==> src/rtl/nand_seq_pkg.sv <==
package nand_seq_pkg;

    typedef enum logic [1:0] {
        KIND_CMD   = 2'd0,
        KIND_ADDR  = 2'd1,
        KIND_WRITE = 2'd2,
        KIND_READ  = 2'd3
    } req_kind_e;

    typedef enum logic [1:0] {
        PH_IDLE   = 2'd0,
        PH_SETUP  = 2'd1,
        PH_STROBE = 2'd2,
        PH_HOLD   = 2'd3
    } phase_e;

endpackage

==> src/rtl/nand_phase_timer.sv <==
module nand_phase_timer
    import nand_seq_pkg::*;
#(
    parameter int CNT_W = 3
) (
    input  logic             clk,
    input  logic             rst_n,
    input  logic             start,
    input  logic [CNT_W-1:0] setup_len,
    input  logic [CNT_W-1:0] strobe_len,
    input  logic [CNT_W-1:0] hold_len,
    output phase_e           phase,
    output logic             last_strobe,
    output logic             done
);

    typedef struct packed {
        phase_e           phase;
        logic [CNT_W-1:0] cnt;
        logic [CNT_W-1:0] strobe;
        logic [CNT_W-1:0] hold;
        logic             done;
    } timer_t;

    localparam logic [CNT_W-1:0] ZERO = '0;
    localparam logic [CNT_W-1:0] ONE  = {{(CNT_W-1){1'b0}}, 1'b1};

    timer_t tm_d, tm_q;

    always_comb begin
        tm_d      = tm_q;
        tm_d.done = 1'b0;
        case (tm_q.phase)
            PH_IDLE: begin
                if (start) begin
                    tm_d.strobe = strobe_len;
                    tm_d.hold   = hold_len;
                    if (setup_len == ZERO) begin
                        tm_d.phase = PH_STROBE;
                        tm_d.cnt   = strobe_len;
                    end else begin
                        tm_d.phase = PH_SETUP;
                        tm_d.cnt   = setup_len - ONE;
                    end
                end
            end
            PH_SETUP: begin
                if (tm_q.cnt == ZERO) begin
                    tm_d.phase = PH_STROBE;
                    tm_d.cnt   = tm_q.strobe;
                end else begin
                    tm_d.cnt = tm_q.cnt - ONE;
                end
            end
            PH_STROBE: begin
                if (tm_q.cnt == ZERO) begin
                    tm_d.phase = PH_HOLD;
                    tm_d.cnt   = tm_q.hold;
                end else begin
                    tm_d.cnt = tm_q.cnt - ONE;
                end
            end
            default: begin
                if (tm_q.cnt == ZERO) begin
                    tm_d.phase = PH_IDLE;
                    tm_d.done  = 1'b1;
                end else begin
                    tm_d.cnt = tm_q.cnt - ONE;
                end
            end
        endcase
    end

    always_ff @(posedge clk or negedge rst_n) begin
        if (!rst_n) begin
            tm_q <= '{phase: PH_IDLE, cnt: ZERO, strobe: ZERO, hold: ZERO, done: 1'b0};
        end else begin
            tm_q <= tm_d;
        end
    end

    assign phase       = tm_q.phase;
    assign last_strobe = (tm_q.phase == PH_STROBE) && (tm_q.cnt == ZERO);
    assign done        = tm_q.done;

endmodule

==> src/rtl/nand_bus_drive.sv <==
module nand_bus_drive
    import nand_seq_pkg::*;
#(
    parameter int DATA_W = 16,
    parameter int LANE_W = 8
) (
    input  logic              clk,
    input  logic              rst_n,
    input  logic              start,
    input  logic [1:0]        start_kind,
    input  logic [DATA_W-1:0] start_data,
    input  logic              wide,
    input  logic              ce_ctl,
    input  phase_e            phase,
    input  logic              last_strobe,
    input  logic [DATA_W-1:0] dq_in,
    output logic [DATA_W-1:0] rd_data,
    output logic              cle,
    output logic              ale,
    output logic              we_n,
    output logic              re_n,
    output logic              ce_n,
    output logic [DATA_W-1:0] dq_out,
    output logic              dq_oe
);

    localparam int LANES = DATA_W / LANE_W;

    typedef struct packed {
        req_kind_e         kind;
        logic [DATA_W-1:0] wdata;
        logic              wide;
        logic [DATA_W-1:0] rdata;
        logic              ce_n;
    } drive_t;

    drive_t dr_d, dr_q;
    logic [DATA_W-1:0] lane_keep;
    logic [DATA_W-1:0] rd_lanes;

    generate
        for (genvar g = 0; g < LANES; g++) begin : g_lane
            if (g == 0) begin : g_low
                assign lane_keep[LANE_W-1:0] = {LANE_W{1'b1}};
            end else begin : g_high
                assign lane_keep[g*LANE_W +: LANE_W] = {LANE_W{wide}};
            end
        end
    endgenerate

    assign rd_lanes = dq_in & {DATA_W{1'b1}};

    always_comb begin
        dr_d      = dr_q;
        dr_d.ce_n = ce_ctl;
        if (start) begin
            dr_d.kind  = req_kind_e'(start_kind);
            dr_d.wide  = wide;
            dr_d.wdata = start_data & lane_keep;
        end
        if (last_strobe && (dr_q.kind == KIND_READ)) begin
            dr_d.rdata = rd_lanes & lane_mask(dr_q.wide);
        end
    end

    function automatic logic [DATA_W-1:0] lane_mask(input logic w);
        logic [DATA_W-1:0] m;
        m = '0;
        for (int i = 0; i < LANES; i++) begin
            if (i == 0 || w) begin
                m[i*LANE_W +: LANE_W] = {LANE_W{1'b1}};
            end
        end
        return m;
    endfunction

    always_ff @(posedge clk or negedge rst_n) begin
        if (!rst_n) begin
            dr_q <= '{kind: KIND_CMD, wdata: '0, wide: 1'b0, rdata: '0, ce_n: 1'b1};
        end else begin
            dr_q <= dr_d;
        end
    end

    logic active;
    logic strobing;
    assign active   = (phase != PH_IDLE);
    assign strobing = (phase == PH_STROBE);

    assign cle     = active && (dr_q.kind == KIND_CMD);
    assign ale     = active && (dr_q.kind == KIND_ADDR);
    assign we_n    = !(strobing && (dr_q.kind != KIND_READ));
    assign re_n    = !(strobing && (dr_q.kind == KIND_READ));
    assign dq_oe   = active && (dr_q.kind != KIND_READ);
    assign dq_out  = dr_q.wdata;
    assign rd_data = dr_q.rdata;
    assign ce_n    = dr_q.ce_n;

endmodule

==> src/rtl/nand_rb_detect.sv <==
module nand_rb_detect #(
    parameter int SYNC_STAGES = 2
) (
    input  logic clk,
    input  logic rst_n,
    input  logic rb_pin,
    input  logic edge_fall,
    input  logic clr,
    input  logic irq_en,
    output logic flag,
    output logic irq
);

    typedef struct packed {
        logic [SYNC_STAGES-1:0] sync;
        logic                   prev;
        logic                   flag;
    } rb_t;

    rb_t rb_d, rb_q;
    logic synced;
    logic hit;

    assign synced = rb_q.sync[SYNC_STAGES-1];

    always_comb begin
        rb_d      = rb_q;
        rb_d.sync = {rb_q.sync[SYNC_STAGES-2:0], rb_pin};
        rb_d.prev = synced;
        hit       = edge_fall ? (rb_q.prev && !synced) : (!rb_q.prev && synced);
        if (hit) begin
            rb_d.flag = 1'b1;
        end else if (clr) begin
            rb_d.flag = 1'b0;
        end
    end

    always_ff @(posedge clk or negedge rst_n) begin
        if (!rst_n) begin
            rb_q <= '{sync: {SYNC_STAGES{1'b1}}, prev: 1'b1, flag: 1'b0};
        end else begin
            rb_q <= rb_d;
        end
    end

    assign flag = rb_q.flag;
    assign irq  = rb_q.flag && irq_en;

endmodule

==> src/rtl/nand_pin_sequencer.sv <==
module nand_pin_sequencer
    import nand_seq_pkg::*;
#(
    parameter int DATA_W      = 16,
    parameter int CNT_W       = 3,
    parameter int SYNC_STAGES = 2
) (
    input  logic              clk,
    input  logic              rst_n,
    input  logic              cfg_enable,
    input  logic              cfg_wide,
    input  logic [CNT_W-1:0]  cfg_setup,
    input  logic [CNT_W-1:0]  cfg_strobe,
    input  logic [CNT_W-1:0]  cfg_hold,
    input  logic              cfg_rb_fall,
    input  logic              cfg_irq_en,
    input  logic              ce_ctl,
    input  logic              rb_flag_clr,
    input  logic              req_valid,
    input  logic [1:0]        req_kind,
    input  logic [DATA_W-1:0] req_data,
    output logic              req_ack,
    output logic              busy,
    output logic              done,
    output logic [DATA_W-1:0] rd_data,
    output logic              nand_cle,
    output logic              nand_ale,
    output logic              nand_we_n,
    output logic              nand_re_n,
    output logic              nand_ce_n,
    output logic [DATA_W-1:0] nand_dq_out,
    output logic              nand_dq_oe,
    input  logic [DATA_W-1:0] nand_dq_in,
    input  logic              nand_rb,
    output logic              rb_flag,
    output logic              rb_irq
);

    phase_e phase;
    logic   last_strobe;
    logic   accept;

    assign accept  = req_valid && cfg_enable && (phase == PH_IDLE);
    assign req_ack = accept;
    assign busy    = (phase != PH_IDLE);

    nand_phase_timer #(.CNT_W(CNT_W)) u_timer (
        .clk         (clk),
        .rst_n       (rst_n),
        .start       (accept),
        .setup_len   (cfg_setup),
        .strobe_len  (cfg_strobe),
        .hold_len    (cfg_hold),
        .phase       (phase),
        .last_strobe (last_strobe),
        .done        (done)
    );

    nand_bus_drive #(.DATA_W(DATA_W), .LANE_W(DATA_W / 2)) u_drive (
        .clk         (clk),
        .rst_n       (rst_n),
        .start       (accept),
        .start_kind  (req_kind),
        .start_data  (req_data),
        .wide        (cfg_wide),
        .ce_ctl      (ce_ctl),
        .phase       (phase),
        .last_strobe (last_strobe),
        .dq_in       (nand_dq_in),
        .rd_data     (rd_data),
        .cle         (nand_cle),
        .ale         (nand_ale),
        .we_n        (nand_we_n),
        .re_n        (nand_re_n),
        .ce_n        (nand_ce_n),
        .dq_out      (nand_dq_out),
        .dq_oe       (nand_dq_oe)
    );

    nand_rb_detect #(.SYNC_STAGES(SYNC_STAGES)) u_rb (
        .clk       (clk),
        .rst_n     (rst_n),
        .rb_pin    (nand_rb),
        .edge_fall (cfg_rb_fall),
        .clr       (rb_flag_clr),
        .irq_en    (cfg_irq_en),
        .flag      (rb_flag),
        .irq       (rb_irq)
    );

endmodule

==> config.mk <==
export PLATFORM = sky130hd
export DESIGN_NAME = nand_pin_sequencer
export DESIGN_NICKNAME = d
export VERILOG_FILES = /design/src/rtl/nand_seq_pkg.sv /design/src/rtl/nand_phase_timer.sv /design/src/rtl/nand_bus_drive.sv /design/src/rtl/nand_rb_detect.sv /design/src/rtl/nand_pin_sequencer.sv
export SDC_FILE = /design/constraint.sdc
export NUM_CORES = 1
export LEC_CHECK = 0
export ABC_AREA = 1
export BUFFER_PORTS_ARGS = -buffer_cell sky130_fd_sc_hd__buf_2
export CORE_MARGIN = 4
export CORE_UTILIZATION = 51
export CTS_BUF_LIST = sky130_fd_sc_hd__clkbuf_4
export DETAILED_ROUTE_END_ITERATION = 8
export GPL_ROUTABILITY_DRIVEN = 1
export PLACE_DENSITY = 0.84
export SLEW_MARGIN = 20
export SYNTH_ARGS = -nofsm -noshare
export SYNTH_HDL_FRONTEND = slang
export SYNTH_SLANG_ARGS = --single-unit
==> constraint.sdc <==
create_clock -name clk -period 1.9 [get_ports clk]
set_input_delay 0.38 -clock clk [delete_from_list [all_inputs] [get_ports clk]]
set_output_delay 0.38 -clock clk [all_outputs]
set_load 0.02 [all_outputs]
### Word-level counts from Yosys, hierarchy flattened

Index checks and enable logic that the tools add are counted.
Widths: inputs -> output; s select.

| word-level totals | value |
|---|---|
| flip-flop bits (word level) | 52 |

| operators by class | value |
|---|---|
| $add $sub $neg | 2 |
| equality and inequality tests | 9 |
| multiplexer cells | 17 |
| bitwise logic cells | 2 |
| reductions and logical operators | 27 |

Operators by type and width:

| operator | count |
|---|---|
| $and 16x16->16 | 2 |
| $mux 8 | 3 |
| $pmux 5 s3 | 1 |
| $logic_and 1x1->1 | 12 |
| $mux 11 | 1 |
| $mux 3 | 3 |
| $logic_not 3->1 | 2 |
| $mux 2 | 3 |
| $ne 2x2->1 const B | 3 |
| $reduce_bool 2->1 | 3 |
| $sub 3x1->3 const B | 2 |
| $mux 1 | 5 |
| $mux 5 | 1 |
| $eq 2x1->1 const B | 2 |
| $eq 2x2->1 const B | 2 |
| $logic_not 1->1 | 4 |
| $logic_not 2->1 | 2 |
| $ne 4x3->1 const B | 1 |
| $reduce_and 2->1 | 2 |
| $reduce_and 4->1 | 1 |
| $reduce_or 3->1 | 1 |
| $ne 2x1->1 const B | 1 |

### Depth between registers and ports, before layout

Gate-level depths: netlist of run 1.

| depth | value |
|---|---|
| depth after elaboration | 5 |
| mapped depth | 11 |
| depth with buffers taken out | 11 |

### Hierarchy

Synthesis of run 1 repeated with hierarchy kept, for this count alone.

| second synthesis, totals | value |
|---|---|
| cells, all modules | 348 |
| area total of the unflattened synthesis | 2768.9 um^2 |

Modules (own cells, without submodules):

| module | instances | cells each | area each (um^2) | seq. area each (um^2) |
|---|---|---|---|---|
| nand_bus_drive | 1 | 209 | 1736.7 | 902.1 |
| nand_phase_timer | 1 | 120 | 863.3 | 300.3 |
| nand_rb_detect | 1 | 14 | 145.1 | 103.8 |
| nand_pin_sequencer | 1 | 5 | 23.8 | 0.0 |

### Worst setup path after synthesis of run 1

OpenSTA, ideal clock, no wires.

| path | value |
|---|---|
| path kind | register -> output |
| from | reg u_timer.tm_q, in the netlist u_timer.phase[0] |
| to | out nand_ale |
| arrival | 1.338 ns |
| path slack | 0.182 ns |
| cell stages (with the launch flop) | 5 |
| cell sequence | dfrtp_1 -> inv_1 -> ha_1 -> buf_6 -> nor3b_1 |

| between the ends | value |
|---|---|
| longest elaborated chain between the ends | 2 |

RTL lines:

| element | line | text |
|---|---|---|
| start, declared | nand_phase_timer.sv:28 | `timer_t tm_d, tm_q;` |
| start signal, assigned | nand_phase_timer.sv:76 | `tm_q <= '{phase: PH_IDLE, cnt: ZERO, strobe: ZERO, hold: ZERO, done: 1'b0};` |
| start signal, assigned | nand_phase_timer.sv:78 | `tm_q <= tm_d;` |
| $reduce_bool 2->1 | nand_bus_drive.sv:87 | `assign active = (phase != PH_IDLE);` |
| $logic_and 1x1->1 | nand_bus_drive.sv:91 | `assign ale = active && (dr_q.kind == KIND_ADDR);` |
| end, declared | nand_pin_sequencer.sv:27 | `output logic nand_ale,` |

No other way between the ends.

### Final worst setup path of run 1

| path | value |
|---|---|
| from | reg u_timer.tm_q, in the netlist u_timer.phase[1] |
| to | out req_ack |

| between the ends | value |
|---|---|
| longest elaborated chain between the ends | 2 |

RTL lines:

| element | line | text |
|---|---|---|
| $logic_not 2->1 | nand_pin_sequencer.sv:43 | `assign accept = req_valid && cfg_enable && (phase == PH_IDLE);` |
| $logic_and 1x1->1 | nand_pin_sequencer.sv:43 |  |
| end, declared | nand_pin_sequencer.sv:22 | `output logic req_ack,` |

No other way between the ends.

==> flow_results.org, run 1 <==
** Run status
- The run finished with clean final reports.

** Final layout
- After the last flow step, the layout net total stands at ~450.
- At the end of the flow the core is filled with cells to 61.29%.
- Ratio of cells with drive above 1 in the final layout :: 33.84%
- 0 antenna diodes ended up in the layout.
- Fin cells :: between 400 and 500
- Compared with the post-synthesis result, the final layout area differs by 15.94%.

** STA
- Relative slew margins :: 72.51%
- Setup violations remaining at the end of the flow were counted as 0.
- The number of failing hold endpoints at the final stage came to 0.
- In the finished design, the share of the clock period the worst path needs comes to 95.86%.
- Derived from the worst setup path, the maximum achievable clock frequency is 0.5491 GHz.
- The final count of pins violating max slew came to 0.
- The worst path in the final design needs a cycle of 1821 ps, including I/O delays and setup.
- Setup repair after global routing could not meet its margin everywhere.
- For the pin with the worst max-slew slack, the measured transition is 412.4 ps.
- The clock arrives with 9.882 ps of skew.
- Once routing completed, OpenROAD measured the worst setup slack at 78.72 ps.

** Logic synthesis
- After synthesis, the mean cell area works out to 8.308 um2.
- Area of the mapped netlist :: 2700 um2
- The Yosys step of the flow raised 0 warnings.
- The synthesized netlist devotes 7.136% of its cell area to compound gates.
- Seq/Total Area, Yosys :: 48.38%
- Syn_nets :: between 300 and 400
- The cell count after synthesis came out at 325.
- Total of flip-flops plus latches after synthesis :: 52
- Summing the areas of all and, or, nand and nor instances in the mapped netlist gives 24.93% of the synthesized area.
- In this run the biggest area consumer among cell types represents 44.49% of the synthesized area.
- Distinct cells, synth :: 28
- By area, the combinational part of the netlist is dominated by simple AND/OR/NAND/NOR gates.
- After synthesis, the cell types taking the most area are sky130_fd_sc_hd__dfrtp_1 (44%), sky130_fd_sc_hd__nand2_1 (18%), sky130_fd_sc_hd__buf_4 (9.2%), sky130_fd_sc_hd__o21ai_0 (5.0%), sky130_fd_sc_hd__ha_1 (4.2%).
- Summing the areas of all xor and xnor instances in the mapped netlist gives 0.3244% of the synthesized area.
- Multiplexer fraction of the synthesized cell area :: 0%
- Library cell with the largest summed area after synthesis :: sky130_fd_sc_hd__dfrtp_1
- Area share of fa/ha/maj cells after synthesis :: 4.171%

** Setup path
- STA puts the critical path data arrival time at around 1400 ps.
- Critical path required time :: 1520 ps
- STA classifies the critical path startpoint as a register.
- The worst register-to-register path begins at u_timer.phase[1]$_DFFE_PN0P_.
- The worst setup path is of the register to output pin kind.
- Largest fanout on the critical path :: 6
- Logic depth of the worst register-to-register path :: 8
- The worst setup path is captured at an output pin.
- Reg-to-reg endpoint :: u_timer.tm_q[9]$_DFFE_PN0P_
- Across all register-to-register paths, the minimum setup slack is 340 ps.

** Global routing
- Initial antenna violation count :: 0
- Maximum number of pins on one net before global-route repair :: 38
- Summed over all layers, the global routing overflow is 0.
- Via count of the first global-routing pass :: ~2,100
- The first global-routing pass estimated 9.418 mm of wire.
- Global routing used 18.54% of the available tracks across all layers.

** Clock tree
- The tree built by TritonCTS fans out to between 50 and 60 sinks.
- Worst-skew pair later-pin latency :: 370 ps
- Cell at the root of the clock tree :: sky130_fd_sc_hd__clkbuf_4
- Clock-pin slew was measured on the worst setup and hold paths at 140 ps.
- The number of clock buffers added by TritonCTS is 5.
- TritonCTS clock tree :: yes
- Clock H-tree levels :: 2
- Max clock buf depth :: 2

** Route
- The first detailed-routing pass took 4 iterations.
- The first routing iteration left 96 violations.
- Using the TritonRoute via totals, the vias-per-cell ratio works out to 4.803.
- Post-DR wirelength/cell :: 12.41 um
- Count of nets left with antenna violations after detail routing :: 0
- The routed design has 5.748 mm of wire.
- DRC violations left :: 0
- The routed layout has 2,224 vias.

** Hold path
- Worst Min Path Start :: ce_ctl
- The worst hold path terminates at u_drive.ce_n$_DFF_PN1_.
- The worst hold path belongs to the class input port to register.
- Hold Crit Depth :: 1

** Place
- Buffers added on ports :: 95
- Worst slack after detailed placement :: 160.2 ps
- After legalization and detailed placement, the total HPWL measured 4.306 mm.
- The congestion estimate from routability-driven global placement came to 0.8972.
- Including well taps, the total number of placed cells is 452.

** Floorplanning
- The core region is around 5100 um2.
- The initialized floorplan defines 26 standard-cell rows.
- The die covers ~6500 um2.
- From bottom edge to top edge, the die measures 80.76 um.
- Chip width :: 80.76 um
- Starting density of the core :: 52.87%
- I/O Pins :: 96

** Power
- In this run the static leakage power is 0.001630 uW.
- Overall power consumption after layout is estimated at 4663 uW.
- In this run the power density over the cells is around 1500 nW/um2.
- VDD sags by at most 0.7822 mV.

** Job
- Across the run, the number of max-cap violations was 0.
-- cell usage in the layout, fill, tap and decap left out, drive strengths merged --
cell type,netlist,layout
dfrtp,48,48
a21oi,3,3
clkinv,0,2
o21ai,31,31
nand3,13,13
nor3b,1,1
xor2,1,1
o21bai,1,1
clkbuf,2,6
buf,42,103
nor2,12,12
o211ai,1,1
inv,21,21
ha,9,9
dlygate4sd3,0,1
dfstp,4,4
or3,1,1
nor3,2,2
nand2,133,133
-- per-layer routing --
| layer | vias up | routed length [um] | share of wire (%) | GRT usage [%] |
|---|---|---|---|---|
| met3 | 12 | 384 | 6.7 | 3.880 |
| li1 | 1110 | - | - | - |
| met4 | 0 | 151 | 2.6 | 7.264 |
| met1 | 1032 | 2560 | 45 | 23.31 |
| met2 | 70 | 2651 | 46 | 31.37 |
| met5 | - | 0 | 0 | 0 |
-- synthesized netlist by cell type --
cell type,instances
sky130_fd_sc_hd__nand2_1,129
sky130_fd_sc_hd__dfrtp_1,48
sky130_fd_sc_hd__buf_4,33
sky130_fd_sc_hd__o21ai_0,27
sky130_fd_sc_hd__inv_1,19
sky130_fd_sc_hd__nand3_1,11
sky130_fd_sc_hd__nor2_1,10
sky130_fd_sc_hd__ha_1,9
sky130_fd_sc_hd__buf_2,5
sky130_fd_sc_hd__buf_6,4
sky130_fd_sc_hd__dfstp_2,4
sky130_fd_sc_hd__nand2_2,3
sky130_fd_sc_hd__o21ai_1,3
sky130_fd_sc_hd__a21oi_1,2
sky130_fd_sc_hd__clkbuf_1,2
sky130_fd_sc_hd__nand3_2,2
sky130_fd_sc_hd__nor2_4,2
sky130_fd_sc_hd__nor3_1,2
sky130_fd_sc_hd__a21oi_2,1
sky130_fd_sc_hd__inv_2,1
sky130_fd_sc_hd__inv_4,1
sky130_fd_sc_hd__nand2_4,1
sky130_fd_sc_hd__nor3b_1,1
sky130_fd_sc_hd__o211ai_1,1
sky130_fd_sc_hd__o21ai_2,1
sky130_fd_sc_hd__o21bai_1,1
sky130_fd_sc_hd__or3_1,1
sky130_fd_sc_hd__xor2_1,1
-- what timing repair did --
action,4_1_cts,5_1_grt
pin swaps,0,1
resized for setup,9,5
hold endpoints to repair,15,0
buffers inserted,1,1
endpoints found under the setup margin,7,4
hold buffers,1,0
-- registers in the layout, summed over array words and instances (netlist names) --
signal,flops
u_timer.phase,2
u_drive.dq_out,16
u_drive.rd_data,16
u_timer.done,1
u_rb.rb_q,1
u_rb.flag,1
u_drive.dr_q,3
u_timer.tm_q,9
u_rb.rb_d,2
u_drive.ce_n,1
-- where the power goes --
group | leakage [uW] | switching, uW | total (uW) | internal, uW
Combinational | 0.000991 | 1480 | 2300 | 823
Sequential | 0.000606 | 298 | 1870 | 1570
Clock | 0.0000333 | 333 | 491 | 159
-- cell families after synthesis --
logic type      after synthesis
xor+xnor                      1
flops                        52
buf+inv                      65
compound gates               36
fa+ha+maj                     9
simple gates                162
-- stage by stage --
stage,hold WS (ps),instance area [um2],TNS [ps]
after floorplan,84.41,2700,0
after global placement,325.5,2995,0
after detailed placement,336.8,2995,0
after CTS,82.97,3100,0
after global routing,61.89,3131,-0.8493
final,99.33,3131,0
-- worst max path at each step --
stage | from | endpoint
global placement | u_timer.phase[1]$_DFFE_PN0P_ | req_ack
global route | u_timer.phase[1]$_DFFE_PN0P_ | req_ack
floorplan | u_timer.phase[0]$_DFFE_PN0P_ | nand_ale
CTS | u_timer.phase[1]$_DFFE_PN0P_ | req_ack
detailed placement | u_timer.phase[1]$_DFFE_PN0P_ | u_timer.tm_q[7]$_DFFE_PN0P_
finish | u_timer.phase[1]$_DFFE_PN0P_ | req_ack
-- worst max-delay path, stage by stage (launching register included) --
cell and delay, ps:
sky130_fd_sc_hd__dfrtp_2 490, sky130_fd_sc_hd__inv_4 90, sky130_fd_sc_hd__ha_4 180, sky130_fd_sc_hd__inv_4 60, sky130_fd_sc_hd__nor2_4 120, sky130_fd_sc_hd__buf_6 140
-- cell type report --
| type | instances | area (um2) |
|---|---|---|
| clock inverters | 2 | 12.51 |
| clock buffers | 6 | 45.04 |
| inverters | 21 | 83.83 |
| flip-flops and latches | 52 | 1309 |
| well taps | 70 | 87.58 |
| fillers | 456 | 1977 |
| multi-input cells | 208 | 1026 |
| repair buffers | 104 | 566.8 |
No activity file was read; power rests on OpenSTA's default activity.
==> run 2, diff against run 1 <==
--- a/config.mk
+++ b/config.mk
@@ -7,12 +7,13 @@
 export LEC_CHECK = 0
 export ABC_AREA = 1
 export BUFFER_PORTS_ARGS = -buffer_cell sky130_fd_sc_hd__buf_2
-export CORE_MARGIN = 4
 export CORE_UTILIZATION = 51
 export CTS_BUF_LIST = sky130_fd_sc_hd__clkbuf_4
+export CTS_CLUSTER_SIZE = 24
 export DETAILED_ROUTE_END_ITERATION = 8
 export GPL_ROUTABILITY_DRIVEN = 1
 export PLACE_DENSITY = 0.84
+export REMOVE_ABC_BUFFERS = 1
 export SLEW_MARGIN = 20
 export SYNTH_ARGS = -nofsm -noshare
 export SYNTH_HDL_FRONTEND = slang
==> run 2 against run 1 <==
  * Clock power up 7.7%
  * Sequential power about the same
  * Worst setup slack lost 45 ps
  * Clock skew increased by 8.0 ps
  * Critical path depth is the same
  * Die area shrank 14%
  * Worst hold slack got worse by 34 ps
  * Flip-flop and latch count unchanged
  * Count of clock-buffer cells in the layout shrank 1
  * Design area grew 1.9%
  * Total power grew 3.4%
==> flow_results.org, run 2 (synthesis gave the netlist of run 1 again) <==
** Route
- The detailed-route wire length per cell was 12.09 um (-2.6%).
- The number of DRC markers after the initial detailed-route iteration is 84 (-13%).
- The total vias in the final route was 2,278 (+2.4%).
- The detailed-router iteration count before antenna repair is 4 (unchanged).
- The number of nets still failing antenna checks after routing came to 0 (unchanged).
- The ratio of routed vias to standard cells was 4.837 (+0.69%).
- Total wirelength of the detailed-routed design :: 5.695 mm (-0.92%)
- The remaining routing DRC violations is 0 (unchanged).

** Clock tree
- The insertion delay to the later sink of the worst-skew pair was 390 ps (+20 ps).
- Cell at the root of the clock tree :: sky130_fd_sc_hd__clkbuf_4
- Clock H-tree levels :: 2 (unchanged)
- Number of clock buffers inserted by TritonCTS :: 5 (unchanged)
- TritonCTS built the clock tree.
- The clock slew seen by the registers of the worst setup and hold paths is 160 ps (+20 ps).
- Max clock buf depth :: 2 (unchanged)
- Number of clock sinks :: 52 (unchanged)

** Global routing
- Busiest grt layer :: met2
- The leftover overflow at the end of global routing was 0 (unchanged).
- The first-pass GRT wire length is 8.473 mm (-10%).
- Via count of the first global-routing pass :: 2,059 (-3.9%)
- The met3 usage came to 4.552% (+0.67 points).
- The pin count of the biggest net entering global routing came to 35 (-7.9%).
- The global-route met1 utilization was 21.89% (-1.4 points).
- The total track usage is 19.96% (+1.4 points).
- The met2 track demand over resource came to 37.04% (+5.7 points).
- The number of antenna violations at the first check in global routing came to 0 (unchanged).

** Hold path
- The tightest min-delay check is of the input port to register type.
- Worst Min Path Start :: ce_ctl

** Setup path
- STA classifies the critical path startpoint as a register.
- Launch point of the critical path :: u_timer.phase[1]$_DFFE_PN0P_
- STA classifies the critical path endpoint as an output pin.
- Among the stages of the critical path, the cell type that occurs most often is sky130_fd_sc_hd__inv_4.
- Type of the worst setup path :: register to output pin
- Critical path required time :: 1520 ps (about the same)
- For this design, the slowest cell found on the critical path is sky130_fd_sc_hd__dfrtp_2.
- Worst Path Arrival :: 1490 ps (+50 ps)
- Cells traversed along the worst timing path :: inv_4 -> ha_4 -> inv_4 -> nor2_4 -> buf_6
- The maximum single-stage delay on the critical path came to 490 ps (about the same).
- The biggest fanout along the worst timing path came to 5 (-1).
- The worst register-to-register path begins at u_timer.phase[0]$_DFFE_PN0P_.

** Floorplanning
- I/O Pins :: 96 (unchanged)
- The horizontal extent of the die came to 74.76 um (-7.4%).
- Starting density of the core :: 52.87% (unchanged)
- Die ar. :: 5589 um2 (-14%)
- The vertical die dimension came to 74.76 um (-7.4%).
- The number of placement rows is 26 (unchanged).
- The placeable core region came to 5107 um2 (unchanged).

** STA
- Worst Max-Slew Pin Slew :: 558.3 ps (+145.9 ps)
- The final clock skew is 17.84 ps (+7.954 ps).
- The post-layout minimum cycle time was 1866 ps (+44.69 ps).
- The number of failing hold endpoints at the final stage was 0 (unchanged).
- The final period utilization is 98.21% (+2.4 points).
- The remaining max-slew budget at the tightest pin is 62.78% (-9.7 points).
- Highest clock rate :: 0.5359 GHz (-2.4%)
- Setup repair after global routing could not meet its margin everywhere.
- The final count of pins violating max slew is 0 (unchanged).
- # setup viols final :: 0 (unchanged)

** Final layout
- Fin cells :: 471 (+1.7%)
- The area growth from synthesis to layout is 18.12%.
- The share of post-route cells with drive strength above 1 is 35.16% (+1.3 points).
- The combined area of the multi-input logic cells is 1017 um2 (-0.85%).
- The number of antenna repair diodes came to 0 (unchanged).
- The count of filler cells inserted in the layout is 454 (-0.44%).
- In the layout the commonest cells are sky130_fd_sc_hd__nand2_1 (129), sky130_fd_sc_hd__buf_2 (92), sky130_fd_sc_hd__dfrtp_1 (47).
- The count of nets after finishing was 462 (+1.8%).
- The area occupied by registers was 1308 um2 (about the same).
- Utilization of the core after routing :: 62.44% (+1.2 points)
- Commonest non-fill, non-tap cell in the layout :: sky130_fd_sc_hd__nand2_1

** Place
- The final estimated routing congestion in global placement is 0.8648 (-3.6%).
- The cell count after placement came to 452 (unchanged).
- The count of port buffers added during placement is 95 (unchanged).
- Dpl hpwl :: 4.037 mm (-6.2%)

** Job
- The number of maximum-capacitance constraint violations was 0 (unchanged).

** Power
- Peak supply drop :: 0.8438 mV (+7.9%)
- Leakage Power :: 0.001678 uW (+2.9%)
- The power per cell area was 1511 nW/um2 (+1.5%).

** Run status
- Outcome :: complete, no violations
==> run 2: where the power goes <==
| part | internal, uW | total, uW | switching [uW] | leakage (uW) |
|---|---|---|---|---|
| Combinational | 904 | 2420 | 1520 | 0.00104 |
| Clock | 153 | 529 | 375 | 0.0000293 |
| Sequential | 1570 | 1870 | 297 | 0.000607 |
| Total | 2630 | 4820 | 2190 | 0.00168 |
==> run 2: cell type report <==
type | instances | area share (%)
sequential | 52 | 41.00
multi-input combinational | 208 | 31.89
timing repair buffer | 112 | 19.73
tap | 70 | 2.746
clock buffer | 5 | 1.177
inverter | 21 | 2.628
clock inverter | 3 | 0.8239
==> run 2: worst max-delay path: cells and delay by family, from the launching register on <==
family | cells | cell delay (ps)
and+or+nand+nor | 1 | 160
adders and majority gates | 1 | 170
DFF | 1 | 490
buffers and inverters | 3 | 280
==> run 2: worst paths after layout <==
path                                                  end  slack, ps  depth (start not counted)
min in group asynchronous  u_drive.dq_out[11]$_DFFE_PN0N_        490                          2
max in group asynchronous          u_rb.rb_d[3]$_DFF_PN1_        780                          3
setup reg to reg             u_timer.phase[0]$_DFFE_PN0P_        190                         10
hold reg to reg                    u_rb.rb_d[1]$_DFF_PN1_        370                          0
hold / removal                     u_drive.ce_n$_DFF_PN1_         70                          1
setup / recovery                                  req_ack         30                          5
==> run 2: per-stage QoR <==
step | hold slack (ps) | power [uW] | TNS, ps | setup slack [ps] | instance area (um2)
6_report | 65.45 | 4819 | 0 | 34.03 | 3189
2_1_floorplan | 84.41 | 3274 | 0 | 72.75 | 2375
5_1_grt | 44.82 | 5178 | -38.15 | -25.19 | 3189
3_5_place_dp | 347.6 | 4067 | 0 | 145.6 | 2995
4_1_cts | 50.11 | 4660 | -34.57 | -34.57 | 3105
3_3_place_gp | 346.3 | 3973 | 0 | 239.9 | 2995
==> run 2: routing by layer <==
metal	vias up	routed length (um)
met2	100	2836
met5	-	0
met3	17	372
li1	1123	-
met4	0	142
met1	1038	2343
==> run 2: what timing repair did <==
action	in CTS	in global routing
endpoints found under the hold margin	21	0
setup buffers	2	8
pin swaps	1	1
hold buffers	1	0
setup endpoints to repair	7	5
gates resized for setup	6	7
==> run 3, diff against run 2 <==
--- a/config.mk
+++ b/config.mk
@@ -7,12 +7,12 @@
 export LEC_CHECK = 0
 export ABC_AREA = 1
 export BUFFER_PORTS_ARGS = -buffer_cell sky130_fd_sc_hd__buf_2
-export CORE_UTILIZATION = 51
+export CORE_UTILIZATION = 47
 export CTS_BUF_LIST = sky130_fd_sc_hd__clkbuf_4
-export CTS_CLUSTER_SIZE = 24
+export CTS_CLUSTER_SIZE = 16
 export DETAILED_ROUTE_END_ITERATION = 8
 export GPL_ROUTABILITY_DRIVEN = 1
-export PLACE_DENSITY = 0.84
+export PLACE_DENSITY = 0.81
 export REMOVE_ABC_BUFFERS = 1
 export SLEW_MARGIN = 20
 export SYNTH_ARGS = -nofsm -noshare
==> constraint.sdc (replaced) <==
create_clock -name clk -period 1.5 [get_ports clk]
set_input_delay 0.3 -clock clk [delete_from_list [all_inputs] [get_ports clk]]
set_output_delay 0.3 -clock clk [all_outputs]
set_load 0.02 [all_outputs]
==> run 3 against run 2 <==
  * The flow now finishes with violations (negative setup slack)
  * Sequential share of layout area is 3.0 points lower
  * Core utilization is 0.050 points lower
  * Final cell count is 3.8% higher
  * First-iteration DRC count is 79% higher
  * Sequential power is 27% higher
  * Worst hold slack worse by 39 ps
  * Total power is 36% higher
  * Clock skew is 4.3 ps higher
  * Routed wire length is 11% higher
  * Design area is 7.7% higher
  * Die area is 8.3% higher
  * Critical path type unchanged
  * Highest routed layer unchanged
==> flow_results.org, run 3 (synthesis gave the netlist of run 1 again) <==
** Route
- The number of DRC markers after the initial detailed-route iteration is 150 (+79%).
- The aggregate routed wire length is 6.322 mm (+11%).
- The total vias in the final route is 2,382 (+4.6%).
- Iteration count of the initial detailed-routing pass :: 5 (+1)
- The remaining routing DRC violations was 0 (unchanged).
- The detailed-route wire length per cell is 12.93 um (+6.9%).
- Vias per cell :: 4.871 (+0.72%)
- Count of nets left with antenna violations after detail routing :: 0 (unchanged)

** Floorplanning
- Total core area :: 5507 um2 (+7.8%)
- The area of the die came to 6052 um2 (+8.3%).
- Rows :: 27 (+3.8%)
- The horizontal extent of the die came to 77.80 um (+4.1%).
- The vertical die dimension was 77.80 um (+4.1%).
- Starting density of the core :: 49.03% (-3.8 points)
- The I/O pin count is 96 (unchanged).

** Final layout
- ANT cells :: 0 (unchanged)
- The count of nets after finishing is 478 (+3.5%).
- Commonest cells after routing, fill and taps aside :: sky130_fd_sc_hd__nand2_1 (124), sky130_fd_sc_hd__buf_2 (88), sky130_fd_sc_hd__dfrtp_1 (48)
- The final design area excluding fillers came to 3436 um2 (+7.7%).
- Area growth from synthesis to layout :: 27.25%
- Fillers :: 471 (+3.7%)
- Ratio of cells with drive above 1 in the final layout :: 41.73% (+6.6 points)
- The library cell used most frequently in the layout, excluding fill and tap cells, is sky130_fd_sc_hd__nand2_1.

** Clock tree
- The clock sink count came to 52 (unchanged).
- TritonCTS built the clock tree.
- CTS clk-pin slew, worst paths :: 160 ps (about the same)
- The root buffer cell chosen for the clock tree is sky130_fd_sc_hd__clkbuf_4.
- Clock H-tree levels :: 2 (unchanged)
- Number of clock buffers inserted by TritonCTS :: 5 (unchanged)
- Worst-skew pair later-pin latency :: 370 ps (-20 ps)
- The largest buffer count on any clock path came to 2 (unchanged).

** Setup path
- Critical path required time :: 1200 ps (-320 ps)
- Cells traversed along the worst timing path :: inv_2 -> ha_4 -> buf_6 -> nor3b_2 -> buf_4
- Kind of cell adding the most delay to the critical path :: flip-flops
- The biggest fanout along the worst timing path was 4 (-1).
- The worst setup path is launched from a register.
- The slowest stage of the critical path belongs to the cell sky130_fd_sc_hd__dfrtp_1.
- Type of the worst setup path :: register to output pin
- Worst Path Arrival :: 1450 ps (-40 ps)
- CP Buf/Inv Count :: 3 (unchanged)
- Sort of element at the end of the critical path :: output pin
- The maximum single-stage delay on the critical path is 410 ps (-80 ps).

** Global routing
- The number of antenna violations at the first check in global routing was 0 (unchanged).
- The total track usage came to 20.34% (+0.38 points).
- The leftover overflow at the end of global routing came to 0 (unchanged).
- The pin count of the biggest net entering global routing is 53 (+51%).
- The first-pass GRT wire length came to 9.770 mm (+15%).
- Via count of the first global-routing pass :: 2,214 (+7.5%)

** STA
- The final setup violation count came to 21 (+21).
- Timing would allow up to between 0.5 and 0.6 GHz.
- Final Cycle Share :: 116.9%
- Worst Max-Slew Pin Slew :: 336.5 ps (-221.8 ps)
- Number of slew-limit violations in the final report :: 0 (unchanged)
- For the finished layout, the period the worst path requires is approximately 1800 ps.
- The number of failing hold endpoints at the final stage was 0 (unchanged).
- The final clock skew is 22.10 ps (+4.263 ps).
- The worst setup slack after layout was -253.9 ps (-287.9 ps).
- The remaining max-slew budget at the tightest pin was 77.56% (+15 points).
- Final setup TNS :: -1738 ps (-1738 ps)
- Setup repair after global routing could not meet its margin everywhere.

** Run status
- The flow ran to the end, but the final reports show violations.
- Failing checks :: negative setup slack

** Place
- The placed instance area is 3073 um2 (+2.6%).
- The final HPWL from detailed placement is 4.195 mm (+3.9%).
- Buffers added on ports :: 95 (unchanged)
- The final estimated routing congestion in global placement is 0.8418 (-2.7%).

** Hold path
- The worst hold path belongs to the class input port to register.

** Power
- The power per cell area is 1914 nW/um2 (+27%).
- Leakage Power :: 0.001777 uW (+5.9%)
- The peak ir drop on the vdd network came to 0.9719 mV (+15%).

** Job
- Max Cap Viol :: 0 (unchanged)
-- run 3: cell types whose count changed in the layout (fill, tap and decap cells not counted), sizes merged --
cell | before | now
buf | 111 | 126
clkbuf | 5 | 6
clkinv | 0 | 1
clkinvlp | 2 | 1
dlygate4sd3 | 1 | 2
inv | 22 | 21
-- run 3: metrics by stage --
| step | std cells | hold slack (ps) | utilization [%] | setup slack [ps] | total power [uW] |
|---|---|---|---|---|---|
| after floorplan | 281 | 4.409 | - | -327.3 | 4148 |
| after global placement | 464 | 310.5 | 55.81 | 48.16 | 5181 |
| after detailed placement | 464 | 312.6 | 55.81 | -19.64 | 5289 |
| after CTS | 480 | 6.854 | 59.17 | -248.3 | 6149 |
| after global routing | 489 | 11.43 | 62.39 | -323.8 | 7002 |
| final | 489 | 26.09 | 62.39 | -253.9 | 6575 |
-- run 3: per-layer routing --
layer | vias up | track usage, % | part of all wire (%)
met4 | 0 | 6.981 | 2.0
li1 | 1160 | - | -
met1 | 1114 | 25.74 | 42
met3 | 17 | 2.824 | 5.0
met5 | - | 0 | 0
met2 | 91 | 35.49 | 51
-- run 3: layout make-up --
type	instances	area (um2)	area share [%]
flip-flops and latches	52	1306	38.02
multi-input cells	208	1105	32.16
repair buffers	128	792.0	23.05
well taps	72	90.09	2.622
inverters	21	81.33	2.367
clock buffers	6	45.04	1.311
clock inverters	2	16.27	0.4734
-- run 3: what timing repair did --
action                     4_1_cts  5_1_grt
pin swaps                        5        9
gates resized for setup         18       36
setup endpoints to repair       37       22
hold endpoints to repair        48        1
gates cloned                     0        1
buffers inserted                 7        8
hold buffers                     1        1
-- run 3: power breakdown --
group          leakage [uW]  total, uW  internal [uW]  switching (uW)
Sequential         0.000609       2380           1990             393
Combinational       0.00114       3540           1420            2120
Clock             0.0000319        652            206             446
Total               0.00178       6570           3610            2960
-- run 3: final timing paths --
check | start | end | slack (ps) | cells past startpoint
worst max-delay path | u_timer.phase[0]$_DFFE_PN0P_ | nand_ale | -250 | 5
worst min-delay path | nand_rb | u_rb.rb_d[3]$_DFF_PN1_ | 30 | 1
worst max register to register | u_timer.phase[0]$_DFFE_PN0P_ | u_timer.tm_q[8]$_DFFE_PN0P_ | -90 | 13
worst min register to register | u_rb.rb_d[3]$_DFF_PN1_ | u_rb.rb_d[1]$_DFF_PN1_ | 370 | 0
max in group asynchronous | rst_n | u_rb.rb_q[1]$_DFF_PN1_ | 770 | 3
min in group asynchronous | rst_n | u_drive.rd_data[0]$_DFFE_PN0P_ | 440 | 3
